### src/rtl/arb_pkg.sv
package arb_pkg;
  typedef enum logic {
    ST_IDLE = 1'b0,
    ST_BUSY = 1'b1
  } arb_state_e;
endpackage

### src/rtl/arb_wait_counter.sv
// Per-requester aging counter and urgency flag.
module arb_wait_counter #(
  parameter int CNT_W = 8
) (
  input  logic             clk,
  input  logic             rst_n,
  input  logic             req,
  input  logic             granted,
  input  logic [CNT_W-1:0] thresh,
  output logic             urgent
);
  logic [CNT_W-1:0] wait_q;

  // Saturating increment while pending; clear when withdrawn or granted.
  function automatic logic [CNT_W-1:0] next_wait(input logic pend,
                                                 input logic [CNT_W-1:0] cur);
    if (!pend) return '0;
    if (&cur) return cur;
    return cur + 1'b1;
  endfunction

  always_ff @(posedge clk) begin
    if (!rst_n) wait_q <= '0;
    else        wait_q <= next_wait(req && !granted, wait_q);
  end

  assign urgent = req && (wait_q >= thresh);
endmodule

### src/rtl/arb_rr_pick.sv
// Rotating selection: first candidate after index 'last'.
module arb_rr_pick #(
  parameter int N     = 4,
  parameter int IDX_W = 2
) (
  input  logic [N-1:0]     cand,
  input  logic [IDX_W-1:0] last,
  output logic [N-1:0]     pick,
  output logic [IDX_W-1:0] pick_idx,
  output logic             found
);
  function automatic int first_after(input logic [N-1:0] c, input int from);
    for (int k = 1; k <= N; k++) begin
      if (c[(from + k) % N]) return (from + k) % N;
    end
    return -1;
  endfunction

  int sel;

  always_comb begin
    sel      = first_after(cand, int'(last));
    found    = (sel >= 0);
    pick     = '0;
    pick_idx = '0;
    if (sel >= 0) begin
      pick[sel] = 1'b1;
      pick_idx  = IDX_W'(sel);
    end
  end
endmodule

### src/rtl/arb_abort_timer.sv
// Countdown watchdog for the outstanding grant.
module arb_abort_timer #(
  parameter int CNT_W = 8
) (
  input  logic             clk,
  input  logic             rst_n,
  input  logic             load,
  input  logic             active,
  input  logic             rsp,
  input  logic             en,
  input  logic [CNT_W-1:0] load_val,
  output logic             expire
);
  logic [CNT_W-1:0] left_q;
  logic             silent;

  assign silent = active && !rsp && en;

  always_ff @(posedge clk) begin
    if (!rst_n)                     left_q <= '1;
    else if (load)                  left_q <= load_val;
    else if (silent && left_q != 0) left_q <= left_q - 1'b1;
  end

  assign expire = silent && (left_q == '0);
endmodule

### src/rtl/aging_arbiter.sv
module aging_arbiter #(
  parameter int N_REQ = 4,
  parameter int CNT_W = 8
) (
  input  logic                   clk,
  input  logic                   rst_n,
  input  logic [N_REQ-1:0]       req,
  input  logic                   rsp_valid,
  input  logic [N_REQ*CNT_W-1:0] thresh_cfg,
  input  logic                   abort_en,
  input  logic [CNT_W-1:0]       abort_cnt,
  output logic [N_REQ-1:0]       gnt,
  output logic [N_REQ-1:0]       abort_pulse
);
  import arb_pkg::*;

  localparam int IDX_W = (N_REQ > 1) ? $clog2(N_REQ) : 1;

  arb_state_e       state_q;
  logic [N_REQ-1:0] gnt_q;
  logic [N_REQ-1:0] abort_q;
  logic [IDX_W-1:0] last_q;

  // Named internal events, also watched by the checker.
  logic [N_REQ-1:0] hi_vec;
  logic [N_REQ-1:0] cand;
  logic [N_REQ-1:0] pick;
  logic [IDX_W-1:0] pick_idx;
  logic             found;
  logic             grant_fire;
  logic             rsp_fire;
  logic             abort_fire;
  logic             busy;

  assign busy = (state_q == ST_BUSY);

  for (genvar i = 0; i < N_REQ; i++) begin : g_age
    arb_wait_counter #(.CNT_W(CNT_W)) u_wait (
      .clk     (clk),
      .rst_n   (rst_n),
      .req     (req[i]),
      .granted (gnt_q[i]),
      .thresh  (thresh_cfg[i*CNT_W +: CNT_W]),
      .urgent  (hi_vec[i])
    );
  end

  assign cand = (|hi_vec) ? hi_vec : req;

  arb_rr_pick #(.N(N_REQ), .IDX_W(IDX_W)) u_pick (
    .cand     (cand),
    .last     (last_q),
    .pick     (pick),
    .pick_idx (pick_idx),
    .found    (found)
  );

  assign grant_fire = !busy && found;
  assign rsp_fire   = busy && rsp_valid;

  arb_abort_timer #(.CNT_W(CNT_W)) u_timer (
    .clk      (clk),
    .rst_n    (rst_n),
    .load     (grant_fire),
    .active   (busy),
    .rsp      (rsp_valid),
    .en       (abort_en),
    .load_val (abort_cnt),
    .expire   (abort_fire)
  );

  always_ff @(posedge clk) begin
    if (!rst_n) begin
      state_q <= ST_IDLE;
      gnt_q   <= '0;
      abort_q <= '0;
      last_q  <= IDX_W'(N_REQ - 1);
    end else begin
      abort_q <= '0;
      if (!busy) begin
        if (grant_fire) begin
          gnt_q   <= pick;
          last_q  <= pick_idx;
          state_q <= ST_BUSY;
        end
      end else if (rsp_fire || abort_fire) begin
        gnt_q   <= '0;
        state_q <= ST_IDLE;
        if (abort_fire) abort_q <= gnt_q;
      end
    end
  end

  assign gnt         = gnt_q;
  assign abort_pulse = abort_q;
endmodule

### config.mk
export PLATFORM = sky130hd
export DESIGN_NAME = aging_arbiter
export DESIGN_NICKNAME = d
export VERILOG_FILES = /design/src/rtl/arb_pkg.sv /design/src/rtl/arb_wait_counter.sv /design/src/rtl/arb_rr_pick.sv /design/src/rtl/arb_abort_timer.sv /design/src/rtl/aging_arbiter.sv
export SDC_FILE = /design/constraint.sdc
export NUM_CORES = 1
export LEC_CHECK = 0
export CAP_MARGIN = 5
export CELL_PAD_IN_SITES_DETAIL_PLACEMENT = 1
export CELL_PAD_IN_SITES_GLOBAL_PLACEMENT = 1
export CORE_MARGIN = 3
export CORE_UTILIZATION = 36
export DETAILED_ROUTE_END_ITERATION = 8
export PLACE_DENSITY = 0.86
export SLEW_MARGIN = 20
export SYNTH_ARGS = -nofsm -noshare
export SYNTH_HDL_FRONTEND = slang
export SYNTH_HIERARCHICAL = 1
export SYNTH_SLANG_ARGS = --single-unit
### constraint.sdc
create_clock -name clk -period 3.2 [get_ports clk]
set_input_delay 0.32 -clock clk [delete_from_list [all_inputs] [get_ports clk]]
set_output_delay 0.32 -clock clk [all_outputs]
set_load 0.01 [all_outputs]
==> results of run 1 <==
## cells in the final DEF (no fill, tap or decap), drive strengths merged, types with 3 or more instances in the layout
cell type	count
a2111oi	4
a211oi	5
a21oi	23
a311oi	4
a31o	4
a31oi	7
a41oi	4
and2	8
and3	6
and4b	4
buf	25
clkbuf	6
clkdlybuf4s50	50
dfxtp	51
dlymetal6s2s	5
ha	37
inv	53
mux2i	7
nand2	38
nand2b	4
nand3	5
nand3b	6
nand4	5
nand4b	4
nand4bb	5
nor2	44
nor2b	10
nor3	14
o211ai	15
o21a	7
o21ai	18
or4	3
xnor2	5
xor2	9
## metal layers
metal / GRT usage, % / share of wire [%] / vias to the layer above / wire length, um
met3: 2.90 / 2.8 / 11 / 270
li1: - / - / 1693 / -
met2: 29.9 / 50 / 54 / 4800
met1: 21.1 / 46 / 1632 / 4370
met5: 0 / 0 / - / 0
met4: 4.12 / 1.3 / 0 / 127
## flip-flops by register name (all words and copies together), names as in the netlist
register	cells
abort_pulse	4
busy	1
g_age.u_wait/wait_q	32
gnt	4
last_q	2
u_timer/left_q	8
## what timing repair did
action                                  4_1_cts  5_1_grt
setup buffers                                 0        5
endpoints found under the setup margin        3       14
cloned                                        0        0
gates resized for setup                       2       28
pin swaps                                     1       22
## how the worst max path moves through the flow
| stage | startpoint | to | slack (ps) | cells past startpoint |
|---|---|---|---|---|
| after floorplan | g_age[2].u_wait/wait_q[0]$_SDFFE_PN0P_ | u_timer/left_q[5]$_SDFFE_PN1P_ | 20 | 15 |
| after global placement | thresh_cfg[10] | u_timer/left_q[5]$_SDFFE_PN1P_ | -250 | 13 |
| after detailed placement | thresh_cfg[2] | u_timer/left_q[5]$_SDFFE_PN1P_ | -410 | 14 |
| after CTS | thresh_cfg[2] | u_timer/left_q[5]$_SDFFE_PN1P_ | 4 | 13 |
| after global routing | g_age[3].u_wait/wait_q[0]$_SDFFE_PN0P_ | u_timer/left_q[5]$_SDFFE_PN1P_ | -60 | 14 |
| final | thresh_cfg[25] | u_timer/left_q[5]$_SDFFE_PN1P_ | 100 | 14 |
## logic make-up after synthesis
group / synth area share [%]
xor gates and xnor gates: 3.49
DFF: 29.0
buffers and inverters: 7.40
muxes: 1.99
AOI/OAI and AO/OA: 19.8
adders and majority gates: 13.2
and+or+nand+nor: 25.1
## metrics by stage
step,hold WS [ps],TNS [ps],std cells,instance area (sq um),setup slack (ps)
finish,513,0,640,4610,101
global route,544,-106,640,4610,-55.3
CTS,508,0,635,4470,4.12
detailed placement,494,-4350,627,4330,-408
global placement,483,-2360,627,4330,-249
floorplan,392,0,432,3530,24.4
## area by class of cell
| type | instances | area, sq um | share of cell area (%) |
|---|---|---|---|
| repair buffers | 80 | 754 | 16.4 |
| multi-input cells | 319 | 2340 | 50.7 |
| well taps | 129 | 161 | 3.50 |
| clock inverters | 2 | 60.1 | 1.30 |
| clock buffers | 6 | 72.6 | 1.57 |
| flip-flops and latches | 51 | 1020 | 22.2 |
| inverters | 53 | 199 | 4.31 |
## power groups by stage
stage / Sequential (mW) / Combinational [mW] / Clock (mW)
floorplan: 0.689 / 0.146 / 0
global placement: 0.703 / 0.234 / 0
detailed placement: 0.706 / 0.247 / 0
CTS: 0.691 / 0.251 / 0.552
global route: 0.698 / 0.292 / 0.565
finish: 0.692 / 0.260 / 0.535
## worst min-delay path: cells and delay by family, from the launching register on
kind | cells | cell delay [ps]
flops | 1 | 350
compound gates | 1 | 50
simple gates | 1 | 70
==> results.py, run 1 <==
metrics = {
    "pwr": {
        "p_sw_uw": 375,
        "power_density_nw_per_um2": 323,
        "power.share.clock_pct": 36.0,
        "total_leakage_power_nw": 1.96,
        "combPwrFrac_pct": 17.5,
        "p_seq_share_pct": 46.5,
        "ir_drop_uv": 194,
        "finalPower_mw": 1.49,
        "p_int_mw": 1.11,
        "p_sw_share_pct": 25.2,
    },
    "logic_synthesis": {
        "yosys_warnings": 6,
        "syn_inst": 432,
        "synth_edf_count": 0,
        "synthesis.nets": 517,
        "ys_top_cells_by_count": "inv_1, dfxtp_1, nor2_1",
        "synth-async-reset-ratio_pct": 0,
        "netlist_area_sq_um": 3520,
        "ys.flop_type": "dfxtp_1",
        "synth_area_leaders": "dfxtp_1, ha_1, inv_1, nor2_1, nand2_1",
        "yosysTopAreaCell": "dfxtp_1",
        "syn_area_per_cell_sq_um": 8.14,
        "synthDistinctLibCells": 51,
        "synth_top_area_share_pct": 29.0,
        "synth_most_common_cell": "inv_1",
        "yosysSeqAreaShare_pct": 29.0,
        "ys_ff_latch": 51,
    },
    "grt": {
        "grt_overflow_total": 0,
        "grt_antenna_before_repair": 0,
        "grt_usage_pct": 16.8,
        "grt_max_degree": 23,
        "grt_pass1_wl_um": 15800,
        "grt_pass1_vias": 3460,
    },
    "cts": {
        "clock_sink_count": 51,
        "cts_tree": "done",
        "h-tree-depth": 2,
        "numCtsBuffers": 5,
        "insertion_delay_ps": 310,
        "root_buffer": "clkbuf_8",
        "clk_pin_slew_ps": 100,
        "clockBufferDepth": 2,
        "hold_buffers": 0,
    },
    "floorplanning": {
        "num_rows": 35,
        "num_io_pins": 56,
        "die_h_um": 105,
        "die_w_um": 105,
        "dieArea_sq_um": 11000,
        "start_util_pct": 37.5,
        "core_area_sq_um": 9370,
    },
    "worst_setup_path": {
        "slowest_stage": "or4_4",
        "reg2reg_depth": 13,
        "reg2reg_slack_ps": 150,
        "path_cells": "clkdlybuf4s50_1, inv_2, ha_4, o211ai_1, a2111oi_2, o21a_1, buf_6, inv_1, a31o_2, or4_4, nor2b_4, nor2b_4, a311o_1, a22oi_1",
        "arrival_ps": 3250,
        "path_buf_inv": 4,
        "reg2reg_from": "g_age[3].u_wait/wait_q[0]$_SDFFE_PN0P_",
        "path_class": "input port to flop",
        "crit_path_start_kind": "input port",
        "cp_top_family": "compound AO/OA/AOI/OAI gates",
        "crit_path_max_incr_delay_ps": 540,
        "cpMostUsedCell": "nor2b_4",
        "cp_max_fo": 6,
        "r2r_end": "u_timer/left_q[5]$_SDFFE_PN1P_",
        "crit_required_ps": 3350,
        "endpoint_kind": "flop",
    },
    "sta": {
        "hold_viol_final": 0,
        "fmax_mhz": 323,
        "slew_headroom_pct": 45.4,
        "min_period_ps": 3100,
        "skew_ps": 6.59,
        "setup_viol": 0,
        "min_period_over_period_pct": 96.8,
        "finalMaxSlewViolations": 0,
        "worstMarginPinSlew_ps": 816,
    },
    "drt": {
        "wl_per_cell_um": 14.9,
        "via_per_inst": 5.30,
        "vias": 3390,
        "routed_wl_um": 9560,
        "drc": 0,
        "initialDrtViolationCount": 82,
        "ant_nets": 0,
        "dr.pass1.iters": 4,
    },
    "final_layout": {
        "final_core_util_pct": 49.2,
        "syn_to_final_growth_pct": 31.0,
        "fillerInstances": 1161,
        "layout.nets": 595,
        "diodes": 0,
        "drive_gt1_share_pct": 13.7,
    },
    "placed_design": {
        "place_congestion": 0.819,
        "io_buffers": 55,
        "hpwl_um": 7360,
    },
    "flow_run": {
        "max-cap-violations": 0,
    },
    "hold_path": {
        "worstHoldEndpoint": "g_age[2].u_wait/wait_q[1]$_SDFFE_PN0P_",
        "min_path_type": "flop to flop",
        "hold_start": "g_age[2].u_wait/wait_q[1]$_SDFFE_PN0P_",
        "holdPathStages": 2,
    },
    "status": {
        "run_status": "finished clean",
    },
}
Power figures use the tool's default switching activity.
==> run 2, diff against run 1 <==
clock period = 2.7 ns   (was 3.2 ns; I/O delays follow)
==> results.py, run 2 (synthesis results as in run 1) <==
metrics = {
    "hold_path": {
        "min_path_type": "input port to flop",
    },
    "pwr": {
        "combPwrFrac_pct": 21.6,
        "ir_drop_uv": 188,
        "p_sw_uw": 465,
        "total_leakage_power_nw": 2.08,
        "p_sw_share_pct": 28.4,
        "p_seq_share_pct": 50.2,
        "p_int_mw": 1.17,
        "power.share.clock_pct": 28.2,
        "power_density_nw_per_um2": 332,
    },
    "cts": {
        "insertion_delay_ps": 310,
        "clockBufferDepth": 2,
        "numCtsBuffers": 5,
        "h-tree-depth": 2,
        "cts_tree": "done",
        "clk_pin_slew_ps": 90,
        "root_buffer": "clkbuf_8",
        "hold_buffers": 0,
        "clock_sink_count": 51,
    },
    "sta": {
        "whs_ps": 530,
        "rsz0062_at_grt": "yes",
        "fmax_mhz": 342,
        "min_period_over_period_pct": 108,
        "worst_slack_ps": -221,
        "finalMaxSlewViolations": 0,
        "worstMarginPinSlew_ps": 497,
        "skew_ps": 3.23,
        "setup_viol": 15,
        "hold_viol_final": 0,
        "min_period_ps": 2920,
        "slew_headroom_pct": 66.8,
    },
    "drt": {
        "vias": 3516,
        "via_per_inst": 5.27,
        "wl_per_cell_um": 16.3,
        "ant_nets": 0,
        "drc": 0,
        "dr.pass1.iters": 4,
        "routed_wl_um": 10900,
        "initialDrtViolationCount": 70,
    },
    "floorplanning": {
        "num_rows": 35,
        "core_area_sq_um": 9370,
        "die_h_um": 105,
        "die_w_um": 105,
        "start_util_pct": 37.5,
        "num_io_pins": 56,
        "dieArea_sq_um": 11000,
    },
    "final_layout": {
        "diodes": 0,
        "syn_to_final_growth_pct": 39.9,
        "final_common_cell": "buf_4",
        "final_core_util_pct": 52.5,
        "most-common-layout-cells": "buf_4, inv_1, dfxtp_1",
        "drive_gt1_share_pct": 22.5,
        "largest_registers": "g_age.u_wait/wait_q (32), u_timer/left_q (8)",
        "largest_reg_flops": 32,
        "layout.nets": 623,
        "largest_register": "g_age.u_wait/wait_q",
    },
    "worst_setup_path": {
        "reg2reg_slack_ps": -210,
        "path_class": "input port to flop",
        "arrival_ps": 3110,
        "endpoint": "u_timer/left_q[5]$_SDFFE_PN1P_",
        "endpoint_kind": "flop",
        "cp_max_fo": 5,
        "reg2reg_from": "g_age[3].u_wait/wait_q[2]$_SDFFE_PN0P_",
        "r2r_end": "u_timer/left_q[5]$_SDFFE_PN1P_",
        "reg2reg_depth": 11,
        "crit_required_ps": 2890,
        "crit_path_start_kind": "input port",
        "critical_path.startpoint": "thresh_cfg[3]",
    },
    "grt": {
        "grt_pass1_vias": 3728,
        "grt_pass1_wl_um": 17400,
        "grt_usage_pct": 18.8,
        "grt_max_degree": 16,
        "grt_overflow_total": 0,
        "grt_antenna_before_repair": 0,
    },
    "placed_design": {
        "hpwl_um": 8040,
        "place_congestion": 0.870,
        "io_buffers": 55,
    },
    "status": {
        "failed_checks": "setup timing",
        "run_status": "complete, but fails checks",
    },
    "flow_run": {
        "max-cap-violations": 0,
    },
}
-- run 2: changes by cell type in the layout (fill, tap and decap cells not counted), sizes merged --
cell           change
buf               +28
clkdlybuf4s50      -7
bufinv             -2
dlygate4sd2       +11
clkinv             +1
dlymetal6s2s       -4
-- run 2: power groups by stage --
stage               logic [mW]  clock network (mW)  registers [mW]
floorplan                0.181                   0           0.818
global placement         0.300                   0           0.833
detailed placement       0.318                   0           0.836
CTS                      0.331               0.469           0.819
global route             0.390               0.501           0.826
finish                   0.353               0.462           0.821
-- run 2: worst min path at each step --
stage                                endpoint                           start  cells past startpoint  slack, ps
2_1_floorplan  u_timer/left_q[1]$_SDFFE_PN1P_                           rst_n                      1        340
3_3_place_gp   u_timer/left_q[2]$_SDFFE_PN1P_  u_timer/left_q[2]$_SDFFE_PN1P_                      2        500
3_5_place_dp        abort_pulse[2]$_SDFF_PN0_             gnt[2]$_SDFFE_PN0P_                      1        520
4_1_cts             abort_pulse[3]$_SDFF_PN0_             gnt[3]$_SDFFE_PN0P_                      1        530
5_1_grt        u_timer/left_q[1]$_SDFFE_PN1P_                    abort_cnt[1]                      3        530
6_report       u_timer/left_q[1]$_SDFFE_PN1P_                    abort_cnt[1]                      3        530
-- run 2: final cells by class --
class,count,area [sq um]
fill,1137,4450
sequential,51,1030
multi-input combinational,319,2500
timing repair buffer,108,945
clock inverter,1,5.00
inverter,53,199
clock buffer,6,82.6
tap,129,161
-- run 2: metal layers --
metal,share of wire [%],GRT usage [%],wire length (um)
met1,42,22.0,4600
met2,53,35.4,5770
met3,2.7,2.96,299
met4,1.9,4.87,209
met5,0,0,0
-- run 2: through the flow --
step	std cells	worst slack, ps	power, mW	area (sq um)	TNS (ps)
floorplan	432	-325	0.999	3600	-1410
CTS	665	-219	1.62	4800	-2200
finish	667	-221	1.63	4920	-2320
detailed placement	655	-640	1.15	4600	-8670
global placement	655	-567	1.13	4600	-7760
global route	667	-352	1.72	4920	-4090
-- run 2: worst max-delay path: stages --
cell	delay, ps
clkdlybuf4s50_1	460
inv_1	40
ha_1	270
nor2_1	60
a2111oi_4	310
o21a_1	210
buf_4	130
nor2_2	30
a31o_2	220
or4_4	550
nor2b_4	180
nor2b_4	150
a311o_1	160
a22oi_1	70
-- run 2: timing repair --
action | in CTS | in global routing
pin swaps | 24 | 13
gates resized for setup | 33 | 19
setup endpoints to repair | 15 | 15
buffers inserted | 3 | 2
==> run 3, diff against run 2 <==
CTS_CLUSTER_DIAMETER = 60   (was default)
==> results of run 3 <==
The final DEF is identical to that of run 2; final timing and power are the same.
